==> src/rtl/sfx_div_pkg.sv <==
package sfx_div_pkg;
  parameter int DEF_DATA_W = 32;
  parameter int DEF_FRAC_W = 24;

  typedef enum logic [1:0] {
    S_IDLE = 2'd0,
    S_RUN  = 2'd1,
    S_FIN  = 2'd2
  } div_state_e;
endpackage

==> src/rtl/sfx_div_signmag.sv <==
// Converts two signed operands to unsigned magnitudes and derives sign facts.
module sfx_div_signmag #(
  parameter int DATA_W = 32
) (
  input  logic [DATA_W-1:0] num_i,
  input  logic [DATA_W-1:0] den_i,
  output logic [DATA_W-1:0] num_mag_o,
  output logic [DATA_W-1:0] den_mag_o,
  output logic              res_neg_o,
  output logic              num_neg_o,
  output logic              den_zero_o
);
  localparam int MSB = DATA_W - 1;

  always_comb begin
    num_mag_o  = num_i[MSB] ? (~num_i + 1'b1) : num_i;
    den_mag_o  = den_i[MSB] ? (~den_i + 1'b1) : den_i;
    res_neg_o  = num_i[MSB] ^ den_i[MSB];
    num_neg_o  = num_i[MSB];
    den_zero_o = (den_i == '0);
  end
endmodule

==> src/rtl/sfx_div_step.sv <==
// One restoring shift-subtract step on unsigned magnitudes.
module sfx_div_step #(
  parameter int DATA_W = 32
) (
  input  logic [DATA_W-1:0] rem_i,
  input  logic              bit_i,
  input  logic [DATA_W-1:0] den_i,
  output logic [DATA_W-1:0] rem_o,
  output logic              qbit_o
);
  logic [DATA_W:0]   shifted;
  logic [DATA_W-1:0] diff;

  always_comb begin
    shifted = {rem_i, bit_i};
    // Only used when the subtraction fits, so the truncated width is exact.
    diff    = shifted[DATA_W-1:0] - den_i;
    qbit_o  = (shifted >= {1'b0, den_i});
    rem_o   = qbit_o ? diff : shifted[DATA_W-1:0];
  end
endmodule

==> src/rtl/sfx_divider.sv <==
module sfx_divider
  import sfx_div_pkg::*;
#(
  parameter int DATA_W = DEF_DATA_W,
  parameter int FRAC_W = DEF_FRAC_W
) (
  input  logic              clk,
  input  logic              rst,
  input  logic              start_i,
  input  logic [DATA_W-1:0] dividend_i,
  input  logic [DATA_W-1:0] divisor_i,
  output logic              busy_o,
  output logic              done_o,
  output logic              dbz_o,
  output logic [DATA_W-1:0] quotient_o
);
  localparam int ITERS = DATA_W + FRAC_W;
  localparam int CNT_W = $clog2(ITERS);
  localparam logic [CNT_W-1:0]  CNT_LAST = CNT_W'(ITERS - 1);
  localparam logic [DATA_W-1:0] POS_SAT  = {1'b0, {(DATA_W-1){1'b1}}};
  localparam logic [DATA_W-1:0] NEG_SAT  = {1'b1, {(DATA_W-1){1'b0}}};

  div_state_e        st_q;
  logic [CNT_W-1:0]  cnt_q;
  logic [DATA_W-1:0] num_q;   // dividend magnitude, zeros shift in behind it
  logic [DATA_W-1:0] den_q;
  logic [DATA_W-1:0] rem_q;
  logic [DATA_W-1:0] quo_q;   // early bits drop off the top
  logic              neg_q;
  logic              dz_pend_q;
  logic              busy_q, done_q, dbz_q;
  logic [DATA_W-1:0] res_q;

  logic [DATA_W-1:0] mag_a, mag_b, rem_nx;
  logic              res_neg, a_neg, b_zero, qbit;

  sfx_div_signmag #(.DATA_W(DATA_W)) u_signmag (
    .num_i      (dividend_i),
    .den_i      (divisor_i),
    .num_mag_o  (mag_a),
    .den_mag_o  (mag_b),
    .res_neg_o  (res_neg),
    .num_neg_o  (a_neg),
    .den_zero_o (b_zero)
  );

  sfx_div_step #(.DATA_W(DATA_W)) u_step (
    .rem_i  (rem_q),
    .bit_i  (num_q[DATA_W-1]),
    .den_i  (den_q),
    .rem_o  (rem_nx),
    .qbit_o (qbit)
  );

  always_ff @(posedge clk) begin
    if (rst) begin
      st_q      <= S_IDLE;
      cnt_q     <= '0;
      num_q     <= '0;
      den_q     <= '0;
      rem_q     <= '0;
      quo_q     <= '0;
      neg_q     <= 1'b0;
      dz_pend_q <= 1'b0;
      busy_q    <= 1'b0;
      done_q    <= 1'b0;
      dbz_q     <= 1'b0;
      res_q     <= '0;
    end else begin
      done_q <= 1'b0;
      case (st_q)
        S_IDLE: begin
          if (start_i) begin
            busy_q    <= 1'b1;
            num_q     <= mag_a;
            den_q     <= mag_b;
            rem_q     <= '0;
            cnt_q     <= CNT_LAST;
            dz_pend_q <= b_zero;
            if (b_zero) begin
              quo_q <= a_neg ? NEG_SAT : POS_SAT;
              neg_q <= 1'b0;
              st_q  <= S_FIN;
            end else begin
              quo_q <= '0;
              neg_q <= res_neg;
              st_q  <= S_RUN;
            end
          end
        end
        S_RUN: begin
          num_q <= {num_q[DATA_W-2:0], 1'b0};
          rem_q <= rem_nx;
          quo_q <= {quo_q[DATA_W-2:0], qbit};
          cnt_q <= cnt_q - 1'b1;
          if (cnt_q == '0) st_q <= S_FIN;
        end
        S_FIN: begin
          res_q  <= neg_q ? (~quo_q + 1'b1) : quo_q;
          dbz_q  <= dz_pend_q;
          done_q <= 1'b1;
          busy_q <= 1'b0;
          st_q   <= S_IDLE;
        end
        default: st_q <= S_IDLE;
      endcase
    end
  end

  assign busy_o     = busy_q;
  assign done_o     = done_q;
  assign dbz_o      = dbz_q;
  assign quotient_o = res_q;

  // completion is a single-cycle pulse
  a_r5_done_pulse: assert property (@(posedge clk) disable iff (rst)
    done_o |=> !done_o);

  // never busy and done together
  a_r5_done_not_busy: assert property (@(posedge clk) disable iff (rst)
    done_o |-> !busy_o);

  // an accepted start raises busy on the next cycle
  a_r5_start_busy: assert property (@(posedge clk) disable iff (rst)
    (start_i && !busy_o) |=> busy_o);

  // the loop keeps the block busy
  a_r5_run_busy: assert property (@(posedge clk) disable iff (rst)
    (st_q == S_RUN) |-> busy_o);

  // a start during an operation leaves the captured operands alone
  a_r6_ignore_start: assert property (@(posedge clk) disable iff (rst)
    (busy_o && start_i) |=> ($stable(den_q) && $stable(neg_q)));

  // divide by zero yields one of the two saturation values
  a_r7_dbz_sat: assert property (@(posedge clk) disable iff (rst)
    (done_o && dbz_o) |-> (quotient_o == POS_SAT || quotient_o == NEG_SAT));

  // result outputs move only with the completion pulse
  a_r9_hold: assert property (@(posedge clk) disable iff (rst)
    (!done_o && $past(!rst)) |=> (done_o || ($stable(quotient_o) && $stable(dbz_o))));
endmodule

==> config.mk <==
export PLATFORM = sky130hd
export DESIGN_NAME = sfx_divider
export DESIGN_NICKNAME = d
export VERILOG_FILES = /design/src/rtl/sfx_div_pkg.sv /design/src/rtl/sfx_div_signmag.sv /design/src/rtl/sfx_div_step.sv /design/src/rtl/sfx_divider.sv
export SDC_FILE = /design/constraint.sdc
export NUM_CORES = 1
export LEC_CHECK = 0
export ABC_AREA = 1
export ABC_CLOCK_PERIOD_IN_PS = 2800
export BUFFER_PORTS_ARGS = -buffer_cell sky130_fd_sc_hd__clkbuf_2
export CAP_MARGIN = 25
export CORE_MARGIN = 2
export CORE_UTILIZATION = 50
export DETAILED_ROUTE_END_ITERATION = 8
export PLACE_DENSITY = 0.69
export SKIP_CTS_REPAIR_TIMING = 1
export SYNTH_ARGS = -nofsm -noshare
export SYNTH_HDL_FRONTEND = slang
export SYNTH_SLANG_ARGS = --single-unit
==> constraint.sdc <==
create_clock -name clk -period 2.8 [get_ports clk]
set_clock_uncertainty 0.15 [all_clocks]
set_input_delay 0.42 -clock clk [delete_from_list [all_inputs] [get_ports clk]]
set_output_delay 0.42 -clock clk [all_outputs]
set_load 0.1 [all_outputs]
==> results.md, run 1 <==
* Status: completed
* CTS H-tree depth at 4
* Largest net degree at the start of global routing at 60
* Worst EP arrival at 2.68 ns
* Int Power at 7610 uW
* Yosys cell types at 48
* Layout cells sized above 1 at 10.8%
* Startpoint Class: register
* Synth Warn # at 0
* Sw frac at 52.5%
* Initial antenna violation count at 2
* Drt pass-1 iters at 6
* Chip width at 161 um
* CTS max path bufs at 2
* Total clock sinks at 173
* Final #Nets at 2162
* Critical R2R Launch: den_q[28]$_SDFFE_PP0P_
* DP HPWL at 25900 um
* TritonCTS clock tree: built
* TNS Setup at 0 ns
* Util after Layout at 56.1%
* Die footprint at 25800 sq um
* Cell area after synthesis at 12200 sq um
* Worst hold path class: in -> reg
* Reg power frac at 19.5%
* Psw at 8420 uW
* Worst Tran Pin Value at 0.723 ns
* Clock buffers created by TritonCTS at 17
* Max incr delay on CP at 0.37 ns
* Final ANT Viol Nets at 0
* Cell Pwr Density at 1180 nW/um^2
* Final WS setup at 0.259 ns
* Fin. Hold Viols at 0
* FF-to-FF End: rem_q[13]$_SDFFE_PP0P_
* Vias in the first global route at 11842
* Register area share after synthesis at 28.3%
* Via/cell ratio at 5.30
* Placeable Area at 24200 sq um
* Routability cong. at 0.912
* 1st-iter DRT viols at 873
* Peak Freq at 394 MHz
* DR vias at 12707
* CP Buf/Inv Count at 2
* Clk root buf: clkbuf_16
* Peak VDD IR at 1.05 mV
* Post-Syn Instances at 1995
* Syn Nets at 2100
* Syn Area/Cell at 6.14 sq um
* Hold Crit Start: divisor_i[1]
* Delay-heaviest family, CP: simple AND/OR/NAND/NOR gates
* First-pass GRT wire length at 57700 um
* Minimum clock period at 2.54 ns
* Leakage power at 0.00672 uW
* Max-slew headroom at 51.8%
* Aggregate global routing overflow at 0
* Part of the power in combinational logic at 65.1%
* DRC at 0
* Crit Path Class: reg -> reg
* Total power at 16000 uW
* Final setup violation count at 0
* Clock transition at the registers of the reported paths at 0.08 ns
* Drt wl/cell at 14.6 um
* Initial core utilization at 50.7%
* Clock network fraction of total power at 15.5%
* Tot GR Track Use at 27.2%
* Worst reg2reg path depth at 13
* Final period util at 90.8%
* Worst hold slack at 0.116 ns
* Hold path cells at 3
* EDFF count, synth at 0
* Row Count at 57
* Ports at 102
* Post-synth ARST share at 0%
* Max cap viols at 0
* Critical Path Most Common Cell: nand2_1
* Port-buffer cells at 101
* Area growth syn-to-layout at 10.8%
* Die Span Y at 161 um
* Drt total wl at 34900 um
* Synth Register Bits at 173
* Slowest-stage cell, CP: ha_1
* Crit path cell chain: inv_1, ha_1, nand2_1, nor2_1, nand2_1, nor2_1, nand2_1, nand2_2, a21oi_4, buf_6, nand3_1, nand3_1, a21oi_1
* Hold Path End: den_q[1]$_SDFFE_PP0P_
* Worst-Skew Late Latency at 0.44 ns
* Crit Path Max Fanout at 32
* Worst R2R Setup Slack at 0.26 ns
* RSZ-0062 raised after global routing: no
* CP required at 2.94 ns
* Final Max Tran Viols at 0
* Post-place setup slack at 0.217 ns
* Critical Path Sink Type: register
* Synth Flop Type: dfxtp_1
[layout make-up]
cell class / instances / area [sq um]
Inverter: 323 / 1210
Sequential cell: 173 / 3460
Clock inverter: 14 / 185
Timing Repair Buffer: 125 / 692
Antenna cell: 2 / 5.00
Fill cell: 2462 / 10600
Clock buffer: 18 / 439
Multi-Input combinational cell: 1417 / 7170
Tap cell: 324 / 405
[Yosys cell counts, types with 2 or more instances]
| cell | number | area, sq um |
|---|---|---|
| and2_1 | 7 | 43.8 |
| a41oi_1 | 2 | 17.5 |
| buf_6 | 11 | 124 |
| buf_2 | 16 | 80.1 |
| ha_1 | 37 | 463 |
| o21ai_1 | 5 | 25.0 |
| nor2_1 | 188 | 706 |
| a21o_1 | 2 | 15.0 |
| buf_1 | 5 | 18.8 |
| nand2_4 | 2 | 22.5 |
| o21bai_1 | 3 | 22.5 |
| nand2_1 | 513 | 1930 |
| a211oi_1 | 4 | 30.0 |
| clkbuf_1 | 49 | 184 |
| dfxtp_1 | 173 | 3460 |
| nand3_1 | 142 | 711 |
| inv_1 | 315 | 1180 |
| nand2_2 | 10 | 62.6 |
| nand3b_1 | 5 | 37.5 |
| nor4_1 | 4 | 25.0 |
| o211ai_1 | 26 | 195 |
| o21ai_0 | 102 | 510 |
| inv_2 | 7 | 26.3 |
| xor2_1 | 27 | 236 |
| or2_2 | 4 | 25.0 |
| a31oi_1 | 4 | 25.0 |
| nand3_2 | 16 | 160 |
| a21oi_2 | 12 | 105 |
| a22oi_1 | 31 | 233 |
| o221ai_1 | 4 | 35.0 |
| o31ai_1 | 6 | 45.0 |
| xnor2_1 | 20 | 175 |
| nand4_1 | 16 | 100 |
| nor2_2 | 12 | 75.1 |
| nor3_1 | 24 | 120 |
| a21oi_1 | 179 | 896 |
[kinds of logic after synthesis]
logic type	share of synthesized area (%)
fa+ha+maj	3.94
simple gates	33.2
compound gates	17.9
xor+xnor	3.36
flops	28.3
buf+inv	13.3
[layer usage]
metal / routed length [um] / global-route usage, % / vias to the layer above / share of wire, %
li1: - / - / 6506 / -
met1: 15300 / 34.1 / 5789 / 44
met2: 16900 / 48.4 / 352 / 48
met3: 1680 / 2.66 / 60 / 4.8
met4: 1020 / 10.3 / 0 / 2.9
met5: 0 / 0 / - / 0
[power groups by stage]
stage                     sequential (uW)  combinational, uW  clock [uW]
final                                3120              10400        2480
after global routing                 3170              11800        2620
after CTS                            3120              10300        2530
after detailed placement             3170              10200           0
after global placement               3160              10100           0
after floorplan                      3230               8230           0
[placed cells by master (no fill, tap or decap), drive strengths merged, types with 25 or more instances in the layout]
master	Yosys	layout
a21oi	192	192
ha	37	37
inv	322	330
nor3	25	25
buf	33	25
nand3	158	158
nand2	525	525
xor2	27	27
nor2	200	200
o21ai	107	107
a22oi	31	31
o211ai	26	26
dfxtp	173	173
clkbuf	49	118
[worst max path at each step]
stage / from / end / slack [ns] / cells past startpoint
finish: den_q[28]$_SDFFE_PP0P_ / rem_q[13]$_SDFFE_PP0P_ / 0.26 / 13
detailed placement: divisor_i[0] / quo_q[0]$_SDFFE_PP0P_ / 0.22 / 14
global route: den_q[28]$_SDFFE_PP0P_ / rem_q[13]$_SDFFE_PP0P_ / 0.08 / 13
global placement: divisor_i[0] / quo_q[0]$_SDFFE_PP0P_ / 0.25 / 14
floorplan: den_q[27]$_SDFFE_PP0P_ / quo_q[0]$_SDFFE_PP0P_ / 0.76 / 15
CTS: den_q[24]$_SDFFE_PP0P_ / rem_q[13]$_SDFFE_PP0P_ / 0.23 / 13
[worst min-delay path, cell delays in order]
cell	delay, ns
clkbuf_2	0.10
nand2_1	0.07
a31oi_1	0.07
[stage by stage]
step,instances,area [sq um]
after detailed placement,2362,12900
final,2396,13600
after CTS,2394,13600
after floorplan,1995,12200
after global routing,2395,13600
after global placement,2362,12900
[registers in the layout (all words and copies together) (netlist names), 2 cells and up]
signal	flops
st_q	2
num_q	32
cnt_q	6
rem_q	32
den_q	32
quotient_o	32
quo_q	32
No activity file was read; power rests on OpenSTA's default activity.
==> inputs of run 2 (changes only) <==
--- a/config.mk
+++ b/config.mk
@@ -6,7 +6,7 @@
 export NUM_CORES = 1
 export LEC_CHECK = 0
 export ABC_AREA = 1
-export ABC_CLOCK_PERIOD_IN_PS = 2800
+export ABC_CLOCK_PERIOD_IN_PS = 3100
 export BUFFER_PORTS_ARGS = -buffer_cell sky130_fd_sc_hd__clkbuf_2
 export CAP_MARGIN = 25
 export CORE_MARGIN = 2
==> constraint.sdc (replaced) <==
create_clock -name clk -period 3.1 [get_ports clk]
set_clock_uncertainty 0.15 [all_clocks]
set_input_delay 0.465 -clock clk [delete_from_list [all_inputs] [get_ports clk]]
set_output_delay 0.465 -clock clk [all_outputs]
set_load 0.1 [all_outputs]
==> run 2 against run 1 <==
Effect of this change: total power fell by 9.9%; cell count is 0.21% lower; clock-buffer cell count did not move; worst setup slack improved by 0.13 ns; core utilization about the same; clock power down 7%; sequential share of layout area is essentially flat; wire length is 0.44% higher; register-to-register slack better by 0.13 ns; critical endpoint is now rem_q[14]$_SDFFE_PP0P_; largest cell class unchanged; highest routed layer unchanged.
==> results.md, run 2 (synthesized netlist as in run 1, its figures left out) <==
* Status: completed
* DR vias at 12820
* Post-DP Area at 12900 sq um
* Total clock sinks at 173
* Row Count at 57
* DRC at 0
* Startpoint Class: register
* Worst EP arrival at 2.86 ns
* Met2 WL at 16800 um
* Vias in the first global route at 12126
* RSZ-0062 raised after global routing: no
* Chip width at 161 um
* Peak Freq at 369 MHz
* Final period util at 87.5%
* Routability cong. at 0.942
* CTS max path bufs at 2
* Util after Layout at 56.1%
* Fin. Hold Viols at 0
* Commonest non-fill, non-tap cell in the layout: nand2_1
* Peak VDD IR at 1.28 mV
* DP HPWL at 25800 um
* Critical Path Sink Type: register
* Fillers at 2462
* Port-buffer cells at 101
* Clock transition at the registers of the reported paths at 0.07 ns
* Initial antenna violation count at 1
* Drt total wl at 35100 um
* Highest layer used for signal routing: met4
* Final Cell Area at 13600 sq um
* TritonCTS clock tree: built
* Final setup violation count at 0
* Commonest cells after routing, fill and taps aside: 513 x nand2_1, 315 x inv_1, 188 x nor2_1, 179 x a21oi_1, 173 x dfxtp_1
* TNS Setup at 0 ns
* Worst-Skew Late Latency at 0.44 ns
* 1st-iter DRT viols at 895
* Area growth syn-to-layout at 10.8%
* Largest net degree at the start of global routing at 86
* Final ANT Viol Nets at 0
* Minimum clock period at 2.71 ns
* Max-slew headroom at 50.5%
* Die Span Y at 161 um
* Initial core utilization at 50.7%
* Final Max Tran Viols at 0
* Die footprint at 25800 sq um
* Worst Tran Pin Value at 0.742 ns
* Leakage power at 0.00672 uW
* Cell Pwr Density at 1060 nW/um^2
* Max cap viols at 0
* Drt pass-1 iters at 6
* Ports at 102
* Tot GR Track Use at 27.3%
* Crit Path Max Fanout at 25
* First-pass GRT wire length at 58000 um
* Aggregate global routing overflow at 0
* DR WL met3 at 2020 um
* Clk root buf: clkbuf_16
* Drt wl/cell at 14.7 um
* Via/cell ratio at 5.36
* CP required at 3.25 ns
* Clock buffers created by TritonCTS at 17
* Worst hold path class: in -> reg
* CTS H-tree depth at 4
* Placeable Area at 24200 sq um
* Crit Path Class: reg -> reg
* Final #Nets at 2158
* Wl on met1 at 15000 um
* Layout cells sized above 1 at 10.6%
run 2: per-stage QoR:
step | std cells | setup WS, ns | hold slack, ns | power, uW
global route | 2390 | 0.256 | 0.171 | 15800
finish | 2391 | 0.389 | 0.153 | 14400
global placement | 2358 | 0.553 | 0.298 | 11900
detailed placement | 2358 | 0.496 | 0.302 | 12000
floorplan | 1995 | 1.06 | 0.285 | 10400
CTS | 2390 | 0.451 | 0.145 | 14400
run 2: layer usage:
layer | global-route usage (%) | vias up
met1 | 32.9 | 5813
li1 | - | 6507
met5 | 0 | -
met3 | 4.26 | 90
met4 | 11.7 | 0
met2 | 48.3 | 410
run 2: cell type report:
type	count	area (sq um)	area share (%)
multi-input cells	1417	7160	52.8
flip-flops and latches	173	3460	25.5
inverters	323	1210	8.93
repair buffers	121	696	5.13
clock buffers	18	439	3.24
well taps	324	405	2.99
clock inverters	14	189	1.39
diodes	1	2.50	0.0184
run 2: final timing paths:
path                          startpoint                     end  slack, ns  cells after the start
hold reg to reg   num_q[23]$_SDFFE_PP0P_  num_q[23]$_SDFFE_PP0P_       0.32                      2
setup reg to reg   den_q[4]$_SDFFE_PP0P_  rem_q[14]$_SDFFE_PP0P_       0.39                     15
setup / recovery   den_q[4]$_SDFFE_PP0P_  rem_q[14]$_SDFFE_PP0P_       0.39                     15
hold / removal              divisor_i[1]   den_q[1]$_SDFFE_PP0P_       0.15                      3
run 2: where the power goes:
| group | internal [uW] | switching (uW) | total, uW |
|---|---|---|---|
| Sequential | 2570 | 273 | 2850 |
| Clock | 1200 | 1100 | 2310 |
| Combinational | 3080 | 6210 | 9290 |
| Total | 6860 | 7590 | 14400 |
run 2: critical path, cell delays in order (launching register included):
cell and delay, ns:
dfxtp_1 0.37, inv_1 0.06, ha_1 0.35, nand2_1 0.14
inv_1 0.05, nand2_1 0.07, nand3_2 0.14, nand2_1 0.11
nand2_2 0.09, nand2_2 0.09, nand2_2 0.07, nand2_4 0.15
buf_4 0.37, nand3_1 0.14, nand3_1 0.12, a21oi_1 0.07
==> inputs of run 3 (changes only) <==
--- a/config.mk
+++ b/config.mk
@@ -10,9 +10,9 @@
 export BUFFER_PORTS_ARGS = -buffer_cell sky130_fd_sc_hd__clkbuf_2
 export CAP_MARGIN = 25
 export CORE_MARGIN = 2
-export CORE_UTILIZATION = 50
+export CORE_UTILIZATION = 40
 export DETAILED_ROUTE_END_ITERATION = 8
-export PLACE_DENSITY = 0.69
+export PLACE_DENSITY = 0.61
 export SKIP_CTS_REPAIR_TIMING = 1
 export SYNTH_ARGS = -nofsm -noshare
 export SYNTH_HDL_FRONTEND = slang
==> run 3 against run 2 <==
Effect of this change: highest routed layer is now met5; largest power group unchanged; via count shrank 1.2%; critical path type unchanged; critical path depth down 2; maximum frequency is 2.7% higher.
==> results.md, run 3 (synthesized netlist as in run 1, its figures left out) <==
* Status: completed
* Sw frac at 53.1%
* Routability cong. at 0.893
* Peak Freq at 379 MHz
* Final Cell Area at 13600 sq um
* Final Non-Filler Cells at 2463
* Tot GR Track Use at 23.9%
* Drt wl/cell at 15.1 um
* Reg power frac at 19.7%
* Cells after DPL at 2430
* Aggregate global routing overflow at 0
* Worst-Skew Late Latency at 0.44 ns
* Commonest non-fill, non-tap cell in the layout: nand2_1
* Chip width at 179 um
* Die footprint at 32000 sq um
* Crit Path Class: reg -> reg
* Fin. Hold Viols at 0
* Drt pass-1 iters at 5
* TNS Setup at 0 ns
* Die Span Y at 179 um
* DR vias at 12670
* Crit Path Max Fanout at 32
* Vias in the first global route at 12049
* Worst Tran Pin Value at 0.750 ns
* Final #Nets at 2158
* Largest net degree at the start of global routing at 112
* Total clock sinks at 173
* Final ANT Viol Nets at 0
* Psw at 7660 uW
* Startpoint Class: register
* Drt total wl at 37300 um
* DP HPWL at 27800 um
* Row Count at 64
* Part of the power in combinational logic at 65.2%
* Peak VDD IR at 0.984 mV
* Ports at 102
* Reg area at 3460 sq um
* CP required at 3.26 ns
* Final setup violation count at 0
* Initial core utilization at 40.4%
* Clock network fraction of total power at 15.1%
* Initial antenna violation count at 2
* Worst R2R Setup Slack at 0.46 ns
* Placeable Area at 30300 sq um
* Worst EP arrival at 2.80 ns
* 1st-iter DRT viols at 816
* Final period util at 85.1%
* Clock buffers created by TritonCTS at 17
* Critical Path Sink Type: register
* Area occupied by multi-input gates at 7160 sq um
* Max-slew headroom at 49.9%
* Worst hold path class: in -> reg
* Fillers at 3238
* DRC at 0
* Max cap viols at 0
* Clock transition at the registers of the reported paths at 0.08 ns
* TritonCTS clock tree: built
* Cell Pwr Density at 1060 nW/um^2
* Minimum clock period at 2.64 ns
* CTS H-tree depth at 4
* Clk root buf: clkbuf_16
* Via/cell ratio at 5.14
* First-pass GRT wire length at 61100 um
* Commonest cells after routing, fill and taps aside: 513 x nand2_1, 315 x inv_1, 188 x nor2_1, 179 x a21oi_1, 173 x dfxtp_1
* Post-DP Area at 13000 sq um
* Int Power at 6770 uW
* Area growth syn-to-layout at 11.2%
* Layout cells sized above 1 at 10.6%
* Leakage power at 0.00669 uW
* RSZ-0062 raised after global routing: no
* CTS max path bufs at 2
* Port-buffer cells at 101
* Final Max Tran Viols at 0
==> run 3: worst max-delay path: stages (launching register included) <==
cell     delay (ns)
dfxtp_1        0.38
inv_1          0.08
ha_1           0.39
nand2_1        0.17
nor2_1         0.09
nand2_1        0.10
nor2_2         0.05
nand2_1        0.08
nand2_2        0.07
a21oi_4        0.16
buf_4          0.45
nand3_1        0.14
nand3_1        0.12
a21oi_1        0.07
==> run 3: power groups by stage <==
| stage | registers (uW) | logic, uW | clock network (uW) |
|---|---|---|---|
| after global placement | 2880 | 9260 | 0 |
| after CTS | 2840 | 9370 | 2220 |
| after global routing | 2890 | 10700 | 2320 |
| after floorplan | 2920 | 7430 | 0 |
| after detailed placement | 2890 | 9340 | 0 |
| final | 2840 | 9400 | 2180 |
==> run 3: final cells by class <==
| type | count | share of cell area (%) |
|---|---|---|
| Clock inverter | 14 | 1.23 |
| Tap cell | 396 | 3.64 |
| Multi-Input combinational cell | 1417 | 52.6 |
| Sequential cell | 173 | 25.4 |
| Timing Repair Buffer | 121 | 5.02 |
| Clock buffer | 18 | 3.15 |
| Antenna cell | 1 | 0.0184 |
| Inverter | 323 | 8.90 |
==> run 3: worst paths after layout <==
| path | to | cells past startpoint | startpoint |
|---|---|---|---|
| worst max-delay path | rem_q[17]$_SDFFE_PP0P_ | 13 | den_q[23]$_SDFFE_PP0P_ |
| worst min-delay path | num_q[0]$_SDFFE_PP0P_ | 3 | dividend_i[0] |
| worst max register to register | rem_q[17]$_SDFFE_PP0P_ | 13 | den_q[23]$_SDFFE_PP0P_ |
| worst min register to register | num_q[28]$_SDFFE_PP0P_ | 2 | num_q[28]$_SDFFE_PP0P_ |
==> run 3: through the flow <==
step / setup WS [ns] / power [uW] / hold WS (ns) / util (%)
floorplan: 1.06 / 10400 / 0.285 / -
global placement: 0.515 / 12100 / 0.298 / 42.9
detailed placement: 0.439 / 12200 / 0.306 / 42.9
CTS: 0.420 / 14400 / 0.165 / 44.9
global route: 0.260 / 15900 / 0.185 / 44.9
finish: 0.461 / 14400 / 0.189 / 44.9
==> run 3: per-layer routing <==
metal  vias up  track usage [%]  share of wire, %
li1       6503                -                 -
met1      5813             31.3                46
met2       302             40.8                47
met3        50             2.93               4.4
met4         2             7.49               2.4
met5         -                0             0.038
